<file path="config.mk">
export PLATFORM = sky130hd
export DESIGN_NAME = flp_burst_tx
export DESIGN_NICKNAME = d
export VERILOG_FILES = /design/src/rtl/flp_pkg.sv /design/src/rtl/flp_slot_timer.sv /design/src/rtl/flp_repeat_timer.sv /design/src/rtl/flp_burst_tx.sv
export SDC_FILE = /design/constraint.sdc
export NUM_CORES = 1
export LEC_CHECK = 0
export BUFFER_PORTS_ARGS = -buffer_cell sky130_fd_sc_hd__buf_4
export CAP_MARGIN = 5
export CORE_MARGIN = 2
export CORE_UTILIZATION = 56
export CTS_BUF_LIST = sky130_fd_sc_hd__clkbuf_4
export DETAILED_ROUTE_END_ITERATION = 6
export HOLD_SLACK_MARGIN = 0.15
export PLACE_DENSITY_LB_ADDON = 0.1
export SLEW_MARGIN = 20
export SYNTH_ARGS = -nofsm -noshare
export SYNTH_HDL_FRONTEND = slang
export SYNTH_SLANG_ARGS = --single-unit
export TNS_END_PERCENT = 10
</file>
<file path="constraint.sdc">
create_clock -name clk -period 2.1 [get_ports clk]
set_clock_uncertainty 0.05 [all_clocks]
set_input_delay 0.42 -clock clk [delete_from_list [all_inputs] [get_ports clk]]
set_output_delay 0.42 -clock clk [all_outputs]
set_load 0.02 [all_outputs]
</file>
<file path="src/rtl/flp_pkg.sv">
package flp_pkg;
  localparam int NUM_SLOTS  = 33;
  localparam int PAGE_W     = 16;
  localparam int SLOT_IDX_W = $clog2(NUM_SLOTS);
  typedef logic [PAGE_W-1:0]     page_t;
  typedef logic [SLOT_IDX_W-1:0] slot_idx_t;
endpackage

</file>
<file path="src/rtl/flp_slot_timer.sv">
module flp_slot_timer
  import flp_pkg::*;
#(
  parameter int SLOT_CYCLES  = 15625,
  parameter int PULSE_CYCLES = 25
) (
  input  logic      clk,
  input  logic      rst_n,
  input  logic      launch_i,
  output logic      busy_o,
  output slot_idx_t slot_o,
  output logic      in_pulse_o,
  output logic      last_o
);
  localparam int CW = $clog2(SLOT_CYCLES);
  localparam logic [CW-1:0] SLOT_LAST  = CW'(SLOT_CYCLES - 1);
  localparam logic [CW-1:0] PULSE_LAST = CW'(PULSE_CYCLES - 1);
  localparam slot_idx_t     SLOT_FINAL = SLOT_IDX_W'(NUM_SLOTS - 1);

  logic [CW-1:0] cyc_q, cyc_d;
  slot_idx_t     slot_q, slot_d;
  logic          busy_q, busy_d;
  logic          cnt_en;

  assign cnt_en     = busy_q | launch_i;
  assign last_o     = busy_q && (slot_q == SLOT_FINAL) && (cyc_q == PULSE_LAST);
  assign in_pulse_o = busy_q && (cyc_q <= PULSE_LAST);
  assign busy_o     = busy_q;
  assign slot_o     = slot_q;

  always_comb begin
    busy_d = busy_q;
    cyc_d  = cyc_q;
    slot_d = slot_q;
    if (launch_i) begin
      busy_d = 1'b1;
      cyc_d  = '0;
      slot_d = '0;
    end else if (busy_q) begin
      if (last_o) begin
        busy_d = 1'b0;
      end else if (cyc_q == SLOT_LAST) begin
        cyc_d  = '0;
        slot_d = slot_q + 1'b1;
      end else begin
        cyc_d = cyc_q + 1'b1;
      end
    end
  end

  always_ff @(posedge clk or negedge rst_n) begin
    if (!rst_n) begin
      busy_q <= 1'b0;
      cyc_q  <= '0;
      slot_q <= '0;
    end else if (cnt_en) begin
      busy_q <= busy_d;
      cyc_q  <= cyc_d;
      slot_q <= slot_d;
    end
  end


  slot_cnt_range_chk: assert property (@(posedge clk) disable iff (!rst_n)
    busy_q |-> (cyc_q <= SLOT_LAST) && (slot_q <= SLOT_FINAL));


  busy_hold_chk: assert property (@(posedge clk) disable iff (!rst_n)
    (busy_q && !last_o) |=> busy_q);


  busy_origin_chk: assert property (@(posedge clk) disable iff (!rst_n)
    $rose(busy_q) |-> $past(launch_i));
endmodule

</file>
<file path="src/rtl/flp_repeat_timer.sv">
module flp_repeat_timer #(
  parameter int REPEAT_CYCLES = 4000000
) (
  input  logic clk,
  input  logic rst_n,
  input  logic launch_i,
  input  logic auto_i,
  input  logic busy_i,
  output logic fire_o
);
  localparam int RW = $clog2(REPEAT_CYCLES);
  localparam logic [RW-1:0] RPT_LAST = RW'(REPEAT_CYCLES - 1);

  logic [RW-1:0] cnt_q, cnt_d;
  logic          armed_q, armed_d;
  logic          cnt_en;

  assign cnt_en = armed_q | launch_i;
  assign fire_o = armed_q && (cnt_q == RPT_LAST) && auto_i && !busy_i;

  always_comb begin
    armed_d = armed_q;
    cnt_d   = cnt_q;
    if (launch_i) begin
      armed_d = 1'b1;
      cnt_d   = '0;
    end else if (armed_q) begin
      if (cnt_q == RPT_LAST) armed_d = 1'b0;
      else                   cnt_d   = cnt_q + 1'b1;
    end
  end

  always_ff @(posedge clk or negedge rst_n) begin
    if (!rst_n) begin
      armed_q <= 1'b0;
      cnt_q   <= '0;
    end else if (cnt_en) begin
      armed_q <= armed_d;
      cnt_q   <= cnt_d;
    end
  end


  no_fire_when_off_chk: assert property (@(posedge clk) disable iff (!rst_n)
    !auto_i |-> !fire_o);
endmodule

</file>
<file path="src/rtl/flp_burst_tx.sv">
module flp_burst_tx
  import flp_pkg::*;
#(
  parameter int SLOT_CYCLES   = 15625,
  parameter int PULSE_CYCLES  = 25,
  parameter int REPEAT_CYCLES = 4000000
) (
  input  logic        clk,
  input  logic        rst_n,
  input  logic        start_i,
  input  logic [15:0] page_i,
  input  logic        auto_rpt_i,
  output logic        pulse_o,
  output logic        busy_o,
  output logic        done_o
);
  page_t     page_q;
  slot_idx_t slot_w;
  logic      busy_w, in_pulse_w, last_w, fire_w, launch_w, done_q, data_bit;

  assign launch_w = !busy_w && (start_i || fire_w);

  flp_slot_timer #(
    .SLOT_CYCLES (SLOT_CYCLES),
    .PULSE_CYCLES(PULSE_CYCLES)
  ) u_slot (
    .clk       (clk),
    .rst_n     (rst_n),
    .launch_i  (launch_w),
    .busy_o    (busy_w),
    .slot_o    (slot_w),
    .in_pulse_o(in_pulse_w),
    .last_o    (last_w)
  );

  flp_repeat_timer #(
    .REPEAT_CYCLES(REPEAT_CYCLES)
  ) u_rpt (
    .clk     (clk),
    .rst_n   (rst_n),
    .launch_i(launch_w),
    .auto_i  (auto_rpt_i),
    .busy_i  (busy_w),
    .fire_o  (fire_w)
  );

  always_ff @(posedge clk or negedge rst_n) begin
    if (!rst_n)        page_q <= '0;
    else if (launch_w) page_q <= page_i;
  end

  always_ff @(posedge clk or negedge rst_n) begin
    if (!rst_n) done_q <= 1'b0;
    else        done_q <= last_w;
  end

  assign data_bit = page_q[slot_w[4:1]];
  assign pulse_o  = in_pulse_w && (!slot_w[0] || data_bit);
  assign busy_o   = busy_w;
  assign done_o   = done_q;


  pulse_in_burst_chk: assert property (@(posedge clk) disable iff (!rst_n)
    pulse_o |-> busy_o);


  done_after_busy_chk: assert property (@(posedge clk) disable iff (!rst_n)
    done_o |-> (!busy_o && $past(busy_o)));


  busy_fall_done_chk: assert property (@(posedge clk) disable iff (!rst_n)
    $fell(busy_o) |-> done_o);


  page_hold_chk: assert property (@(posedge clk) disable iff (!rst_n)
    (busy_o && $past(busy_o)) |-> $stable(page_q));


  start_when_busy_chk: assert property (@(posedge clk) disable iff (!rst_n)
    (busy_o && start_i) |=> $stable(page_q));
endmodule

</file>
=== Yosys cells after proc, flatten, opt, wreduce, memory -nomap -nowiden ===
Cells that the tools add are included.

* Register bits: 61
* Latch bits: 0
* Bits in writable memories: 0
* Memory bits (read-only): 0
* Input port bits: 20
* Output and inout bits: 3
* Memories: 0

* $add $sub $neg: 3
* Multiply operators: 0
* Divide/modulo/power cells: 0
* $lt $le $gt $ge: 2
* Equal/unequal tests: 6
* Shifts and indexed selects: 0
* Multiplexer cells: 19
* Bitwise gates (word level): 2
* Reductions and logical operators: 18

{| class="wikitable"
|+ Operators with widths
! cell !! count
|-
| 22-bit two-way mux || 3
|-
| 14-bit two-way mux || 4
|-
| 6-bit two-way mux || 4
|-
| 22-bit by 1-bit adder with 22-bit output (second input constant) || 1
|-
| 22-bit equality test (second input constant) || 1
|-
| 14-bit by 1-bit adder with 14-bit output (second input constant) || 1
|-
| 14-bit equality test (second input constant) || 1
|-
| 14-bit by 5-bit equality test with 1-bit output (second input constant) || 1
|-
| 14-bit by 5-bit less-or-equal comparator with 1-bit output (second input constant) || 1
|-
| 1-bit logical AND || 8
|-
| 1-bit two-way mux || 7
|-
| 6-bit by 1-bit adder with 6-bit output (second input constant) || 1
|-
| 6-bit equality test (second input constant) || 1
|-
| 3-bit AND reduction || 2
|-
| 2-bit nonzero test || 3
|-
| 4-bit by 5-bit < comparator with 1-bit output (second input constant) || 1
|-
| 1-bit binary-select mux with 4-bit select || 1
|-
| 2-bit by 1-bit inequality test with 1-bit output (second input constant) || 2
|-
| 4-bit AND reduction || 1
|-
| 1-bit logical NOT || 2
|-
| 1-bit logical OR || 2
|-
| 1-bit bitwise OR || 2
|}

=== Longest topological paths before layout ===
Gate-level depths: netlist of the first run.

* Depth after elaboration: 8
* Depth in mapped cells: 10
* Depth with buffers taken out: 8

=== Hierarchy ===
From an unflattened synthesis of the first run, not the netlist that was laid out.

* Cell total of the unflattened synthesis: 352
* Area, all modules: 3324.4 um^2

{| class="wikitable"
|+ Modules (own cells, without submodules)
! module !! instances !! cells each !! area each (um^2)
|-
| flp_repeat_timer || 1 || 123 || 1273.7
|-
| flp_slot_timer || 1 || 142 || 1258.7
|-
| flp_burst_tx || 1 || 87 || 792.0
|}

=== Least setup slack after synthesis of the first run ===
Ideal clock, no wire load.

* Kind: register -> output
* From: register u_slot.slot_q[1] (netlist: u_slot.slot_o[1])
* To: output port pulse_o
* Data arrival time: 1.834 ns
* Required time: 1.630 ns
* Path slack: -0.204 ns
* Stages on the path, launching flop included: 6
* Cells stage by stage: dfrtp_1 -> clkbuf_1 -> mux4_2 -> mux2_2 -> o311ai_0 -> a31oi_1

* Cells in the longest elaborated chain, start to end: 4

{| class="wikitable"
|+ RTL lines
! element !! RTL line !! RTL
|-
| from (decl) || flp_slot_timer.sv:21 || <nowiki>slot_idx_t slot_q, slot_d;</nowiki>
|-
| from (signal assigned) || flp_slot_timer.sv:59 || <nowiki>slot_q <= slot_d;</nowiki>
|-
| 1-bit binary-select mux with 4-bit select || flp_burst_tx.sv:57 || <nowiki>assign data_bit = page_q[slot_w[4:1]];</nowiki>
|-
| 1-bit two-way mux (implied by the code) || flp_burst_tx.sv:57 ||
|-
| 1-bit logical OR || flp_burst_tx.sv:58 || <nowiki>assign pulse_o = in_pulse_w && (!slot_w[0] || data_bit);</nowiki>
|-
| 1-bit logical AND || flp_burst_tx.sv:58 ||
|-
| to (decl) || flp_burst_tx.sv:13 || <nowiki>output logic pulse_o,</nowiki>
|}

Every way passes these cells. The select of a mux whose other input is x is not followed.

=== Final worst setup path of the first run ===
* From: register u_slot.cyc_q[7]
* To: output port pulse_o

* Cells in the longest elaborated chain, start to end: 3

{| class="wikitable"
|+ RTL lines
! element !! RTL line !! RTL
|-
| from (decl) || flp_slot_timer.sv:20 || <nowiki>logic [CW-1:0] cyc_q, cyc_d;</nowiki>
|-
| from (signal assigned) || flp_slot_timer.sv:58 || <nowiki>cyc_q <= cyc_d;</nowiki>
|-
| 14-bit by 5-bit less-or-equal comparator with 1-bit output || flp_slot_timer.sv:27 || <nowiki>assign in_pulse_o = busy_q && (cyc_q <= PULSE_LAST);</nowiki>
|-
| 1-bit logical AND || flp_slot_timer.sv:27 ||
|-
| 1-bit logical AND || flp_burst_tx.sv:58 ||
|}

Every way passes these cells.

==> impl_metrics.tcl, run 1 <==
set metrics [dict create \
    run_status "complete, but fails checks" \
    violations "setup timing" \
    grt_overflow 0 \
    vias 2752 \
    die_y_um 80.5 \
    ir_drop_mv 0.560 \
    setup_slack_ps -441 \
    fillers 396 \
    ant_nets 0 \
    first_iter_violations 177 \
    gp_congestion 0.894 \
    crit_fanout 3 \
    wl_per_cell_um 15.5 \
    arrival_ps 2070 \
    max-slew-margin-rel_pct 49.9 \
    core_um2 5570 \
    viasPerCell 5.78 \
    drtPass1Iterations 6 \
    cts_tree "yes" \
    endpoint_kind "output pin" \
    clock_latency_ps 400 \
    seq_area_um2 1530 \
    dieArea_um2 6480 \
    p_leak_nw 1.95 \
    hold_class "in2reg" \
    wl_um 7380 \
    syn-instance-count 323 \
    critPathKind "reg2out" \
    pwr-share-comb_pct 21.4 \
    yosysWarnings 0 \
    rows 27 \
    net-switching-power_mw 0.874 \
    worst_setup_path_start_kind "register" \
    ys_seq_elements 61 \
    die_w_um 80.5 \
    track_usage_pct 24.7 \
    multi_input_area_um2 1730 \
    ys_seq_area_share_pct 46.6 \
    crit_required_ps 1630 \
    route.detailed.drc 0 \
    synth_edf_count 0 \
    slew_viol_final 0 \
    drive_gt1_share_pct 34.2 \
    cts-root-buf "clkbuf_4" \
    synth_cell_type_count 50 \
    cts.clk_slew.worst_paths_ps 100 \
    max_cap_viol_count 0 \
    dpl_cell_area_um2 3850 \
    antenna_found_initial 0 \
    p_int_mw 2.13 \
    place_ws_ps -108 \
    seqPwrFrac_pct 48.5 \
    avgSynthCellArea_um2 10.1 \
    setup_viol 16 \
    grt_pass1_vias 2700 \
    syn-cell-area_um2 3280 \
    hold_viol 0 \
    layout.nets 424 \
    cts.sinks 61 \
    synth_ff_type "dfrtp_1" \
    finalCritPeriodShare_pct 121 \
    fin_crit_ps 2540 \
    port_buffers 22 \
    p_per_area_nw_per_um2 725 \
    synthToLayoutAreaGrowth_pct 26.6 \
    htreeDepth 3 \
    clock.fmax_ghz 0.393 \
    p_clk_share_pct 30.1 \
    tightest_slew_ps 752 \
    io_pins 23 \
    n_antenna_cell 0 \
    start_util_pct 58.8 \
    design_area_um2 4150 \
    synth_fp_nets 348 \
    grt_max_degree 62 \
    grt_pass1_wl_um 12300 \
    async_reset_ff_share_pct 100 \
    dp_hpwl_um 4970 \
    rsz0062_at_grt "true" \
    switching_share_pct 29.1 \
    cts_max_path_buffers 2 \
    cts_buffers 9 \
]
-- critical path: stages (launching register included) --
cell and delay, ps:
dfrtp_1 390, or4_4 590, nor2_1 250, o311ai_4 130
a31oi_1 160, buf_4 160
-- sequential cells by signal, summed over array words and instances (netlist names) --
signal and cells:
page_q 16, u_slot.cyc_q 14, done_o 1, u_rpt.armed_q 1, u_slot.busy_o 1, u_slot.slot_o 6, u_rpt.cnt_q 22
-- power by group through the flow --
stage | Clock (mW) | Combinational (mW) | Sequential [mW]
CTS | 0.913 | 0.622 | 1.46
global route | 0.960 | 0.718 | 1.49
detailed placement | 0 | 0.609 | 1.48
floorplan | 0 | 0.347 | 1.48
global placement | 0 | 0.590 | 1.48
finish | 0.905 | 0.643 | 1.46
-- final cells by class --
type,count,share of cell area [%]
multi-input cells,237,41.7
flip-flops and latches,61,36.8
repair buffers,78,14.6
well taps,72,2.17
clock inverters,6,1.87
clock buffers,10,1.81
inverters,12,1.09
-- timing repair --
item,in CTS,in global routing
cloned,0,1
buffers inserted,1,2
endpoints found under the setup margin,13,35
gates resized for setup,5,17
pin swaps,0,8
hold endpoints to repair,61,0
hold buffers,1,0
-- synth_stat cells, types with 6 or more instances --
cell type | number | area share, %
a211o_1 | 6 | 1.6
a21o_1 | 7 | 1.6
a21oi_1 | 16 | 2.4
and3_1 | 7 | 1.3
clkbuf_1 | 6 | 0.69
dfrtp_1 | 61 | 47
inv_1 | 12 | 1.4
mux2_2 | 17 | 5.8
nand2_1 | 22 | 2.5
nand3_1 | 17 | 2.6
nand4_1 | 9 | 1.7
nor2_1 | 20 | 2.3
nor3_1 | 12 | 1.8
nor4_1 | 7 | 1.3
o21ai_0 | 15 | 2.3
or2_2 | 8 | 1.5
or3_1 | 6 | 1.1
xnor2_1 | 9 | 2.4
xor2_1 | 6 | 1.6
-- final timing paths --
check,startpoint,endpoint,slack (ps),cells past startpoint
max,u_slot.cyc_q[7]$_DFFE_PN0P_,pulse_o,-440,5
min,page_i[11],page_q[11]$_DFFE_PN0N_,200,2
max reg2reg,u_slot.cyc_q[7]$_DFFE_PN0P_,u_slot.cyc_q[10]$_DFFE_PN0P_,-120,6
min reg2reg,page_q[2]$_DFFE_PN0N_,page_q[2]$_DFFE_PN0N_,460,1
max in group asynchronous,rst_n,u_rpt.cnt_q[7]$_DFFE_PN0P_,920,2
min in group asynchronous,rst_n,u_rpt.cnt_q[17]$_DFFE_PN0P_,570,2
-- cells by family after synthesis --
kind of cell / Yosys count / share of synthesized area (%)
simple gates: 130 / 21.7
compound gates: 63 / 12.7
flops: 61 / 46.6
buf+inv: 26 / 3.89
mux: 23 / 9.20
xor+xnor: 15 / 4.01
fa+ha+maj: 5 / 1.91
-- layout by cell type (no fill, tap or decap), drive strengths merged, types with 10 or more instances in the layout --
cell and count:
nand3 17, nor3 12, inv 12, a21oi 16, buf 77, o21ai 16, dfrtp 61, nand2 22
clkbuf 10, mux2 17, nor2 21
-- metal layers --
metal,track usage [%],vias to the layer above,share of wire [%]
met4,11.2,0,1.5
met3,4.16,11,4.0
met5,0,-,0
met2,39.1,66,48
li1,-,1348,-
met1,33.4,1327,47
-- per-stage QoR --
stage,hold slack (ps),util (%),total power [mW],TNS (ps),instances
6_report,196,74.4,3.01,-951,476
4_1_cts,183,72.6,2.99,-447,473
3_5_place_dp,444,69.2,2.09,-110,455
5_1_grt,188,74.4,3.16,-2510,476
2_1_floorplan,74.4,-,1.83,-514,323
3_3_place_gp,436,69.2,2.07,-61.3,455
Power figures use the tool's default switching activity.
==> run 2: changes to the inputs <==
- CORE_UTILIZATION: 56 -> 50
==> run 2 against run 1 <==
  * The run still ends with setup timing left
  * Via count grew 2.9%
  * Total power grew 1.1%
  * Critical path depth grew 1
  * Critical path type unchanged
  * Critical endpoint unchanged
==> impl_metrics.tcl, run 2 (same netlist as run 1, synthesis figures left out) <==
set metrics [dict create \
    run_status "complete, but fails checks" \
    violations "setup timing" \
    wl_um 8120 \
    crit_required_ps 1630 \
    slew_viol_final 0 \
    track_usage_pct 22.7 \
    tightest_slew_ps 757 \
    max-slew-margin-rel_pct 49.6 \
    max_cap_viol_count 0 \
    p_per_area_nw_per_um2 691 \
    io_pins 23 \
    core_um2 6350 \
    largest_reg_flops 22 \
    hold_viol 0 \
    cts.sinks 61 \
    cts-root-buf "clkbuf_4" \
    layout.nets 438 \
    dp_hpwl_um 5260 \
    reg2reg_depth 6 \
    layoutNonFillerInstCount 495 \
    worst_setup_path_start_kind "register" \
    clock_latency_ps 430 \
    endpoint_kind "output pin" \
    antenna_found_initial 0 \
    n_antenna_cell 0 \
    dp_cells 461 \
    drtPass1Iterations 4 \
    pwr-share-comb_pct 21.5 \
    rows 29 \
    fillers 494 \
    min-delay-start "page_i[7]" \
    start_util_pct 51.6 \
    p_total_mw 3.04 \
    grt_max_degree 62 \
    synthToLayoutAreaGrowth_pct 34.2 \
    r2r-start "u_slot.cyc_q[5]$_DFFE_PN0P_" \
    wl_per_cell_um 16.4 \
    cts_buffers 9 \
    die_w_um 85.0 \
    max_stage_delay_ps 540 \
    crit_fanout 4 \
    net-switching-power_mw 0.890 \
    path_cells "or4_1 -> nor3_2 -> buf_4 -> o311ai_2 -> a31oi_1 -> buf_4" \
    die_y_um 85.0 \
    rsz0062_at_grt "true" \
    crit_slowest_cell "or4_1" \
    port_buffers 22 \
    htreeDepth 3 \
    seqPwrFrac_pct 48.0 \
    p_leak_nw 2.07 \
    cts_max_path_buffers 2 \
    worstSetupStartpoint "u_slot.cyc_q[11]$_DFFE_PN0P_" \
    gp_congestion 0.884 \
    hold_ws_ps 161 \
    setup_slack_ps -439 \
    hold_class "in2reg" \
    switching_share_pct 29.3 \
    fin_crit_ps 2540 \
    finalCritPeriodShare_pct 121 \
    cpMostUsedCell "buf_4" \
    first_iter_violations 191 \
    grt_pass1_wl_um 13000 \
    setup_viol 19 \
    p_clk_share_pct 30.4 \
    hold_path_depth 2 \
    top_register "u_rpt.cnt_q" \
    arrival_ps 2070 \
    grt_pass1_vias 2799 \
    reg_top3 "u_rpt.cnt_q: 22 flops, page_q: 16 flops, u_slot.cyc_q: 14 flops" \
    cts.clk_slew.worst_paths_ps 110 \
    final_cell_mix "82 x buf_4, 60 x dfrtp_1, 22 x nand2_1, 18 x nor2_1, 17 x nand3_1" \
    clock.fmax_ghz 0.394 \
    route.detailed.drc 0 \
    critPathKind "reg2out" \
    grt_overflow 0 \
    dieArea_um2 7220 \
    place_ws_ps -156 \
    final_common_cell "buf_4" \
    ant_nets 0 \
    cts_tree "yes" \
    ir_drop_mv 0.710 \
    p_int_mw 2.15 \
    drive_gt1_share_pct 38.0 \
    vias 2833 \
    viasPerCell 5.72 \
]
run 2: changes by cell type in the layout (fill, tap and decap cells not counted), sizes merged:
cell	previous run	this run
buf	77	88
clkbuf	10	13
run 2: worst max-delay path, delay by kind of cell (launching register included):
| kind | cells | cell delay [ps] |
|---|---|---|
| and+or+nand+nor | 2 | 660 |
| DFF | 1 | 390 |
| buffers and inverters | 2 | 340 |
| AOI/OAI and AO/OA | 2 | 260 |
run 2: worst paths after layout:
path                                                      to  slack, ps
worst max-delay path                                 pulse_o       -440
worst min-delay path                   page_q[7]$_DFFE_PN0N_        160
worst max register to register   u_slot.cyc_q[9]$_DFFE_PN0P_        -70
worst min register to register        page_q[10]$_DFFE_PN0N_        470
max in group asynchronous       u_slot.slot_o[2]$_DFFE_PN0P_        900
min in group asynchronous        u_rpt.cnt_q[19]$_DFFE_PN0P_        530
run 2: cell type report:
cell class | instances | area [um2] | share of cell area [%]
sequential | 61 | 1530 | 34.7
tap | 77 | 96.3 | 2.19
clock buffer | 10 | 75.1 | 1.71
multi-input combinational | 237 | 1790 | 40.7
inverter | 12 | 45.0 | 1.02
clock inverter | 6 | 77.6 | 1.76
timing repair buffer | 92 | 786 | 17.9
run 2: power by group through the flow:
stage	clock, mW	combinational [mW]	sequential [mW]
global route	0.979	0.744	1.48
global placement	0	0.590	1.47
detailed placement	0	0.612	1.48
finish	0.924	0.655	1.46
floorplan	0	0.347	1.48
CTS	0.934	0.626	1.46
run 2: layer usage:
| metal | part of all wire (%) | track usage [%] |
|---|---|---|
| met1 | 44 | 30.4 |
| met2 | 49 | 35.7 |
| met3 | 4.1 | 3.79 |
| met4 | 2.6 | 11.4 |
| met5 | 0 | 0 |
run 2: through the flow:
step	TNS, ps	area [um2]	utilization, %
2_1_floorplan	-514	3280	-
3_3_place_gp	-585	3870	60.9
3_5_place_dp	-2880	3870	60.9
4_1_cts	-546	4110	64.8
5_1_grt	-3010	4400	69.3
6_report	-992	4400	69.3
run 2: repair_timing:
item                                    4_1_cts  5_1_grt
hold endpoints to repair                     61        0
gates cloned                                  1        4
hold buffers                                  1        0
buffers inserted                              2       10
endpoints found under the setup margin       33       41
resized for setup                            13       29
pin swaps                                     4       14
